**config.mk**
```make
export PLATFORM = sky130hd
export DESIGN_NAME = adc_serial_if
export DESIGN_NICKNAME = d
export VERILOG_FILES = /design/src/rtl/adc_serial_if_pkg.sv /design/src/rtl/adc_clkgen.sv /design/src/rtl/adc_edge_sync.sv /design/src/rtl/adc_conv_ctrl.sv /design/src/rtl/adc_shift_out.sv /design/src/rtl/adc_serial_if.sv
export SDC_FILE = /design/constraint.sdc
export NUM_CORES = 1
export LEC_CHECK = 0
export ABC_AREA = 1
export CORE_MARGIN = 2
export CORE_UTILIZATION = 42
export CTS_BUF_LIST = sky130_fd_sc_hd__clkbuf_2
export CTS_CLUSTER_SIZE = 28
export DETAILED_ROUTE_END_ITERATION = 8
export HOLD_SLACK_MARGIN = 0.12
export PLACE_DENSITY = 0.82
export SLEW_MARGIN = 20
export SYNTH_ARGS = -nofsm -noshare
export SYNTH_HDL_FRONTEND = slang
export SYNTH_HIERARCHICAL = 1
export SYNTH_SLANG_ARGS = --single-unit
```
**constraint.sdc**
```tcl
create_clock -name clk -period 1.7 [get_ports clk]
set_input_delay 0.425 -clock clk [delete_from_list [all_inputs] [get_ports clk]]
set_output_delay 0.425 -clock clk [all_outputs]
set_load 0.1 [all_outputs]
```
**src/rtl/adc_serial_if_pkg.sv**
```systemverilog
package adc_serial_if_pkg;
  localparam int unsigned SAMPLE_W = 14;

  typedef enum logic [1:0] {
    PWR_RUN   = 2'b00,
    PWR_NAP   = 2'b01,
    PWR_SLEEP = 2'b10
  } pwr_e;

  function automatic logic pwr_is_sleep(input logic [1:0] m);
    return m[1];
  endfunction

  function automatic logic pwr_is_run(input logic [1:0] m);
    return (m == PWR_RUN);
  endfunction
endpackage

```
**src/rtl/adc_clkgen.sv**
```systemverilog
module adc_clkgen #(
  parameter int unsigned DIV = 2
) (
  input  logic clk,
  input  logic rst_n,
  output logic clkout,
  output logic rise_tick
);
  localparam int unsigned DW = (DIV > 1) ? $clog2(DIV) : 1;

  logic [DW-1:0] div_q, div_d;
  logic          clk_q, clk_d;
  logic          tick;

  always_comb begin
    tick      = (div_q == DW'(DIV - 1));
    div_d     = tick ? '0 : div_q + 1'b1;
    clk_d     = clk_q ^ tick;
    rise_tick = tick & ~clk_q;
  end

  always_ff @(posedge clk or negedge rst_n) begin
    if (!rst_n) begin
      div_q <= '0;
      clk_q <= 1'b0;
    end else begin
      div_q <= div_d;
      clk_q <= clk_d;
    end
  end

  assign clkout = clk_q;
endmodule

```
**src/rtl/adc_edge_sync.sv**
```systemverilog
module adc_edge_sync #(
  parameter int unsigned STAGES = 2
) (
  input  logic clk,
  input  logic rst_n,
  input  logic async_in,
  output logic rise
);
  logic [STAGES:0] pipe_q;

  always_ff @(posedge clk or negedge rst_n) begin
    if (!rst_n) pipe_q <= '0;
    else        pipe_q <= {pipe_q[STAGES-1:0], async_in};
  end

  assign rise = pipe_q[STAGES-1] & ~pipe_q[STAGES];
endmodule

```
**src/rtl/adc_conv_ctrl.sv**
```systemverilog
module adc_conv_ctrl #(
  parameter int unsigned W = 14
) (
  input  logic clk,
  input  logic rst_n,
  input  logic start_req,
  input  logic run_ok,
  input  logic rise_tick,
  output logic start,
  output logic busy
);
  localparam int unsigned CW = $clog2(W + 1);

  logic          busy_q, busy_d;
  logic [CW-1:0] left_q, left_d;

  always_comb begin
    start  = start_req & ~busy_q & run_ok;
    busy_d = busy_q;
    left_d = left_q;
    if (start) begin
      busy_d = 1'b1;
      left_d = CW'(W);
    end else if (busy_q && rise_tick) begin
      left_d = left_q - 1'b1;
      if (left_q == CW'(1)) busy_d = 1'b0;
    end
  end

  always_ff @(posedge clk or negedge rst_n) begin
    if (!rst_n) begin
      busy_q <= 1'b0;
      left_q <= '0;
    end else begin
      busy_q <= busy_d;
      left_q <= left_d;
    end
  end

  assign busy = busy_q;
endmodule

```
**src/rtl/adc_shift_out.sv**
```systemverilog
module adc_shift_out #(
  parameter int unsigned W = 14
) (
  input  logic         clk,
  input  logic         rst_n,
  input  logic         load,
  input  logic [W-1:0] word,
  input  logic         shift,
  output logic         sdo
);
  localparam int unsigned CW = $clog2(W + 1);

  logic [W-1:0]  sh_q, sh_d;
  logic [CW-1:0] cnt_q, cnt_d;

  always_comb begin
    sh_d  = sh_q;
    cnt_d = cnt_q;
    if (load) begin
      sh_d  = word;
      cnt_d = CW'(W);
    end else if (shift && cnt_q != '0) begin
      sh_d  = {sh_q[W-2:0], 1'b0};
      cnt_d = cnt_q - 1'b1;
    end
  end

  always_ff @(posedge clk or negedge rst_n) begin
    if (!rst_n) begin
      sh_q  <= '0;
      cnt_q <= '0;
    end else begin
      sh_q  <= sh_d;
      cnt_q <= cnt_d;
    end
  end

  assign sdo = (cnt_q != '0) & sh_q[W-1];
endmodule

```
**src/rtl/adc_serial_if.sv**
```systemverilog
module adc_serial_if
  import adc_serial_if_pkg::*;
#(
  parameter int unsigned W   = SAMPLE_W,
  parameter int unsigned DIV = 2
) (
  input  logic         clk,
  input  logic         rst_n,
  input  logic         conv_n,
  input  logic         rd_n,
  input  logic [1:0]   pwr_mode,
  input  logic         clk_sel,
  input  logic         after_mode,
  input  logic         ext_sclk,
  input  logic [W-1:0] sample_i,
  output logic         busy_n,
  output logic         clkout,
  output logic         sdo,
  output logic         sdo_oe,
  output logic         ctl_oe
);
  logic rise_tick, ext_rise, start, busy;
  logic shift_pulse, shift_ok, shift;
  logic asleep;

  adc_clkgen #(.DIV(DIV)) u_clkgen (
    .clk(clk), .rst_n(rst_n), .clkout(clkout), .rise_tick(rise_tick)
  );

  adc_edge_sync #(.STAGES(2)) u_sync (
    .clk(clk), .rst_n(rst_n), .async_in(ext_sclk), .rise(ext_rise)
  );

  adc_conv_ctrl #(.W(W)) u_ctrl (
    .clk(clk), .rst_n(rst_n), .start_req(~conv_n),
    .run_ok(pwr_is_run(pwr_mode)), .rise_tick(rise_tick),
    .start(start), .busy(busy)
  );

  always_comb begin
    asleep      = pwr_is_sleep(pwr_mode);
    shift_pulse = clk_sel ? ext_rise : rise_tick;
    shift_ok    = ~asleep & (after_mode ? (~busy & ~rd_n) : busy);
    shift       = shift_pulse & shift_ok;
  end

  adc_shift_out #(.W(W)) u_shift (
    .clk(clk), .rst_n(rst_n), .load(start), .word(sample_i),
    .shift(shift), .sdo(sdo)
  );

  assign busy_n = ~busy;
  assign sdo_oe = ~rd_n & ~asleep;
  assign ctl_oe = ~asleep;
endmodule

```
# Word-level counts from Yosys, hierarchy flattened

Index checks and enable logic that the tools add are counted.

Register bits after elaboration: 28
Input port bits: 23
Output and inout bits: 5
Logic and storage cells: 47

Add/sub/neg operators: 3
Eq/ne operators: 1
Muxes and demuxes: 12
Bitwise gates (word level): 16
Reduce and logical (&&, ||, !) cells: 8

Operators by type and width:

| cell                                             | count |
|---|---|
| 2-to-1 mux 14 bit                                | 2 |
| 2-to-1 mux 4 bit                                 | 4 |
| bitwise AND 1 bit                                | 9 |
| subtractor 4 x 1 -> 4 bit, second input constant | 2 |
| 2-to-1 mux 1 bit                                 | 6 |
| inverter 1 bit                                   | 6 |
| nonzero test 2 bit                               | 3 |
| == test 4 x 1 -> 1 bit, second input constant    | 1 |
| nonzero test 4 bit                               | 1 |
| logical AND 1 bit                                | 2 |
| zero test 2 bit                                  | 1 |
| AND reduction 2 bit                              | 1 |
| adder 1 bit, second input constant               | 1 |
| XOR 1 bit                                        | 1 |

# Depth between registers and ports, before layout

Depth in word-level cells: 8
Depth in mapped cells: 11
Gate-level depth less buffers: 9

# Modules after synthesis

The synthesis kept the hierarchy.

Modules (own cells, without submodules):

| module        | instances | cells each | area each (um^2) | seq. area each (um^2) |
|---|---|---|---|---|
| adc_shift_out | 1         | 118        | 969.7            | 450.4 |
| adc_conv_ctrl | 1         | 30         | 257.7            | 125.1 |
| adc_edge_sync | 1         | 5          | 85.1             | 75.1 |
| adc_clkgen    | 1         | 6          | 73.8             | 50.0 |
| adc_serial_if | 1         | 13         | 53.8             | 0.0 |

# Worst setup path before layout

OpenSTA, ideal clock, no wires.

Path type: in2out
Start: input port pwr_mode[1]
End: output port sdo_oe
Arrival: 1.678 ns
Required time: 1.275 ns
Path slack: -0.403 ns
Cell stages on the path: 1
Buffers on the path: 0
Path through: nor2_1

Cells in the longest elaborated chain, start to end: 2

Ends and longest elaborated chain:

| element           | RTL line            | text |
|---|---|---|
| start, declared   | adc_serial_if.sv:11 | `input logic [1:0] pwr_mode,` |
| inverter 1 bit    | adc_serial_if.sv:53 | `assign sdo_oe = ~rd_n & ~asleep;` |
| bitwise AND 1 bit | adc_serial_if.sv:53 |  |
| end, declared     | adc_serial_if.sv:19 | `output logic sdo_oe,` |

No other way between the ends.

# Final worst setup path

Start: register u_shift.cnt_q[1]
End: output port sdo

Cells in the longest elaborated chain, start to end: 2

Ends and longest elaborated chain:

| element                | RTL line            | text |
|---|---|---|
| start, declared        | adc_shift_out.sv:14 | `logic [CW-1:0] cnt_q, cnt_d;` |
| start signal, assigned | adc_shift_out.sv:34 | `cnt_q <= cnt_d;` |
| nonzero test 4 bit     | adc_shift_out.sv:38 | `assign sdo = (cnt_q != '0) & sh_q[W-1];` |
| bitwise AND 1 bit      | adc_shift_out.sv:38 |  |
| end, declared          | adc_serial_if.sv:18 | `output logic sdo,` |

No other way between the ends.

==> flow_metrics.py <==
metrics = {
    "outcome": {
        "outcome": "complete, but fails checks",
        "violations": "setup timing",
    },
    "cts": {
        "cts_hold_buf": 0,
        "cts_buffers": 3,
        "insertion_delay_ns": 0.37,
        "cts.clk_slew.worst_paths_ns": 0.27,
        "clock_sinks": 28,
        "htree_levels": 1,
        "cts_root_buf": "clkbuf_2",
        "cts_tree": "built",
        "clockBufferDepth": 2,
    },
    "synthesis": {
        "syn_area_um2": 1440,
        "synth_seq_cells": 28,
        "syn_inst": 172,
        "syn_nets": 199,
        "ys_seq_area_frac": 0.487,
        "syn_avg_cell_area_um2": 8.37,
        "ys_warn_count": 6,
        "ys_types": 23,
    },
    "sta": {
        "rsz0062_at_grt": "true",
        "setup_violations": 1,
        "skew_ns": 0.0346,
        "finalMaxSlewViolations": 0,
        "tightest_slew_ns": 0.346,
        "hold_slack_ns": 0.371,
        "hold_violations": 0,
        "layout_setup_ws_ns": -0.0722,
        "relSlewSlack": 0.767,
        "post-route-min-period_ns": 1.77,
        "post-route-period-util": 1.04,
        "fmax_ghz": 0.564,
    },
    "worst_setup_path": {
        "cp_slowest_stage_delay_ns": 0.44,
        "path_buf_inv": 2,
        "critPathKind": "reg2out",
        "crit_slowest_cell": "dfrtp_1",
        "worstSetupStartpointType": "flip-flop",
        "crit_fanout": 2,
        "worst_r2r_startpoint": "u_clkgen/clkout$_DFF_PN0_",
        "endpoint_kind": "output pin",
        "crit_chain": "inv_2, ha_4, nand3_2, and2_4, buf_12",
        "crit_required_ns": 1.27,
        "startpoint": "u_shift/cnt_q[1]$_DFFE_PN0P_",
        "worst-endpoint-arrival_ns": 1.35,
        "crit_family": "flip-flops",
    },
    "layout": {
        "final_cell_area_um2": 2040,
        "regArea_um2": 704,
        "num_antenna_cells": 0,
        "instances_no_fill": 260,
        "drive_above_1_share": 0.285,
        "fillers": 285,
        "syn_to_final_growth_pct": 41.9,
        "nNetsFinal": 242,
        "multi_input_area_um2": 626,
    },
    "floorplanning": {
        "initial_utilization": 0.435,
        "num_rows": 21,
        "die-area_um2": 3910,
        "io_pins": 28,
        "die_h_um": 62.6,
        "core_area_um2": 3310,
        "dieWidth_um": 62.6,
    },
    "detailed_routing": {
        "wl_um": 2880,
        "vias": 1242,
        "first_iter_violations": 39,
        "route.detailed.drc": 0,
        "drtAntennaViolNets": 0,
        "vias_per_cell": 4.78,
        "avgRoutedWirePerCell_um": 11.1,
        "firstDrtPassIters": 5,
    },
    "power_and_ir_drop": {
        "powerDensity_nw_per_um2": 1250,
        "p_total_mw": 2.56,
        "p_leak_nw": 0.955,
        "ir_drop_mv": 0.498,
    },
    "hold_path": {
        "min_path_type": "in2async",
    },
    "placed_design": {
        "placed_area_um2": 1900,
        "dpl.hpwl_um": 1930,
        "post-place-cells": 249,
        "place_congestion": 0.782,
        "portBuffers": 27,
    },
    "grt": {
        "grt_max_degree": 29,
        "grt.total_usage": 0.139,
        "grt_pass1_wl_um": 4330,
        "grt_pass1_vias": 1060,
        "overflow": 0,
        "antenna_found_initial": 0,
    },
    "job": {
        "drv_cap": 0,
    },
}
[through the flow]
stage | TNS, ns | util | worst slack, ns
4_1_cts | -0.110 | 0.592 | -0.110
6_report | -0.0722 | 0.617 | -0.0722
3_5_place_dp | -2.32 | 0.575 | -0.169
5_1_grt | -0.403 | 0.617 | -0.168
2_1_floorplan | -0.843 | - | -0.0874
3_3_place_gp | -1.85 | 0.575 | -0.138
[cells by family after synthesis]
kind of cell	after synthesis	synth area share
flip-flops	28	0.487
buffers and inverters	37	0.115
AND/OR/NAND/NOR	68	0.212
AO/OA/AOI/OAI	35	0.152
adder cells (fa/ha/maj)	4	0.0348
[sequential cells by signal, summed over array words and instances, names as in the netlist]
name             count
u_clkgen/div_q       1
u_shift/sh_q        14
u_ctrl/busy          1
u_ctrl/left_q        4
u_shift/cnt_q        4
u_sync/pipe_q        3
u_clkgen/clkout      1
[final timing paths]
kind,slack (ns),depth (start not counted),end
min in group clk,0.39,0,u_sync/pipe_q[1]$_DFF_PN0_
worst max register to register,0,10,u_shift/sh_q[11]$_DFFE_PN0P_
worst min register to register,0.39,0,u_sync/pipe_q[1]$_DFF_PN0_
max in group asynchronous,1.03,2,u_shift/cnt_q[0]$_DFFE_PN0P_
worst max-delay path,-0.07,5,sdo
worst min-delay path,0.37,2,u_clkgen/clkout$_DFF_PN0_
[cell usage in the layout, fill, tap and decap left out, types with 6 or more instances in the layout]
cell type,instances
inv_2,7
nand2_2,7
clkdlybuf4s50_1,22
nor2_1,6
buf_12,8
buf_4,12
o21ai_0,15
dfrtp_1,27
nand3_1,11
o21ai_2,11
nand2_1,34
inv_1,24
[final cells by class]
cell class	count	share of cell area
clock buffer	3	0.00735
inverter	31	0.0570
multi-input combinational	107	0.306
sequential	28	0.345
clock inverter	1	0.00184
timing repair buffer	44	0.255
tap	46	0.0282
[cells in the mapped netlist (all sizes together)]
master  number  area share
nand4        2      0.0087
nor2        10       0.030
ha           4       0.035
inv         31       0.081
a31oi        1      0.0043
and2         1      0.0043
nand3       12       0.045
a21oi        2      0.0070
o21a         1      0.0052
o211ai       1      0.0052
o21ai       30        0.13
buf          6       0.034
dfrtp       28        0.49
nand2       43        0.12
[report_power, final]
part / total (mW) / switching (mW) / internal, mW
clock: 0.238 / 0.187 / 0.0510
combinational: 1.29 / 0.692 / 0.598
sequential: 1.03 / 0.125 / 0.906
[per-layer routing]
metal	track usage	wire, µm
met1	0.165	1260
met2	0.241	1470
met3	0.0180	99
met4	0.0806	48
met5	0	0
[repair_timing]
item / in CTS / in global routing
setup endpoints to repair: 1 / 13
gates cloned: 0 / 2
gates resized for setup: 5 / 7
pin swaps: 2 / 1
buffers inserted: 3 / 2
No activity file was read; power rests on OpenSTA's default activity.
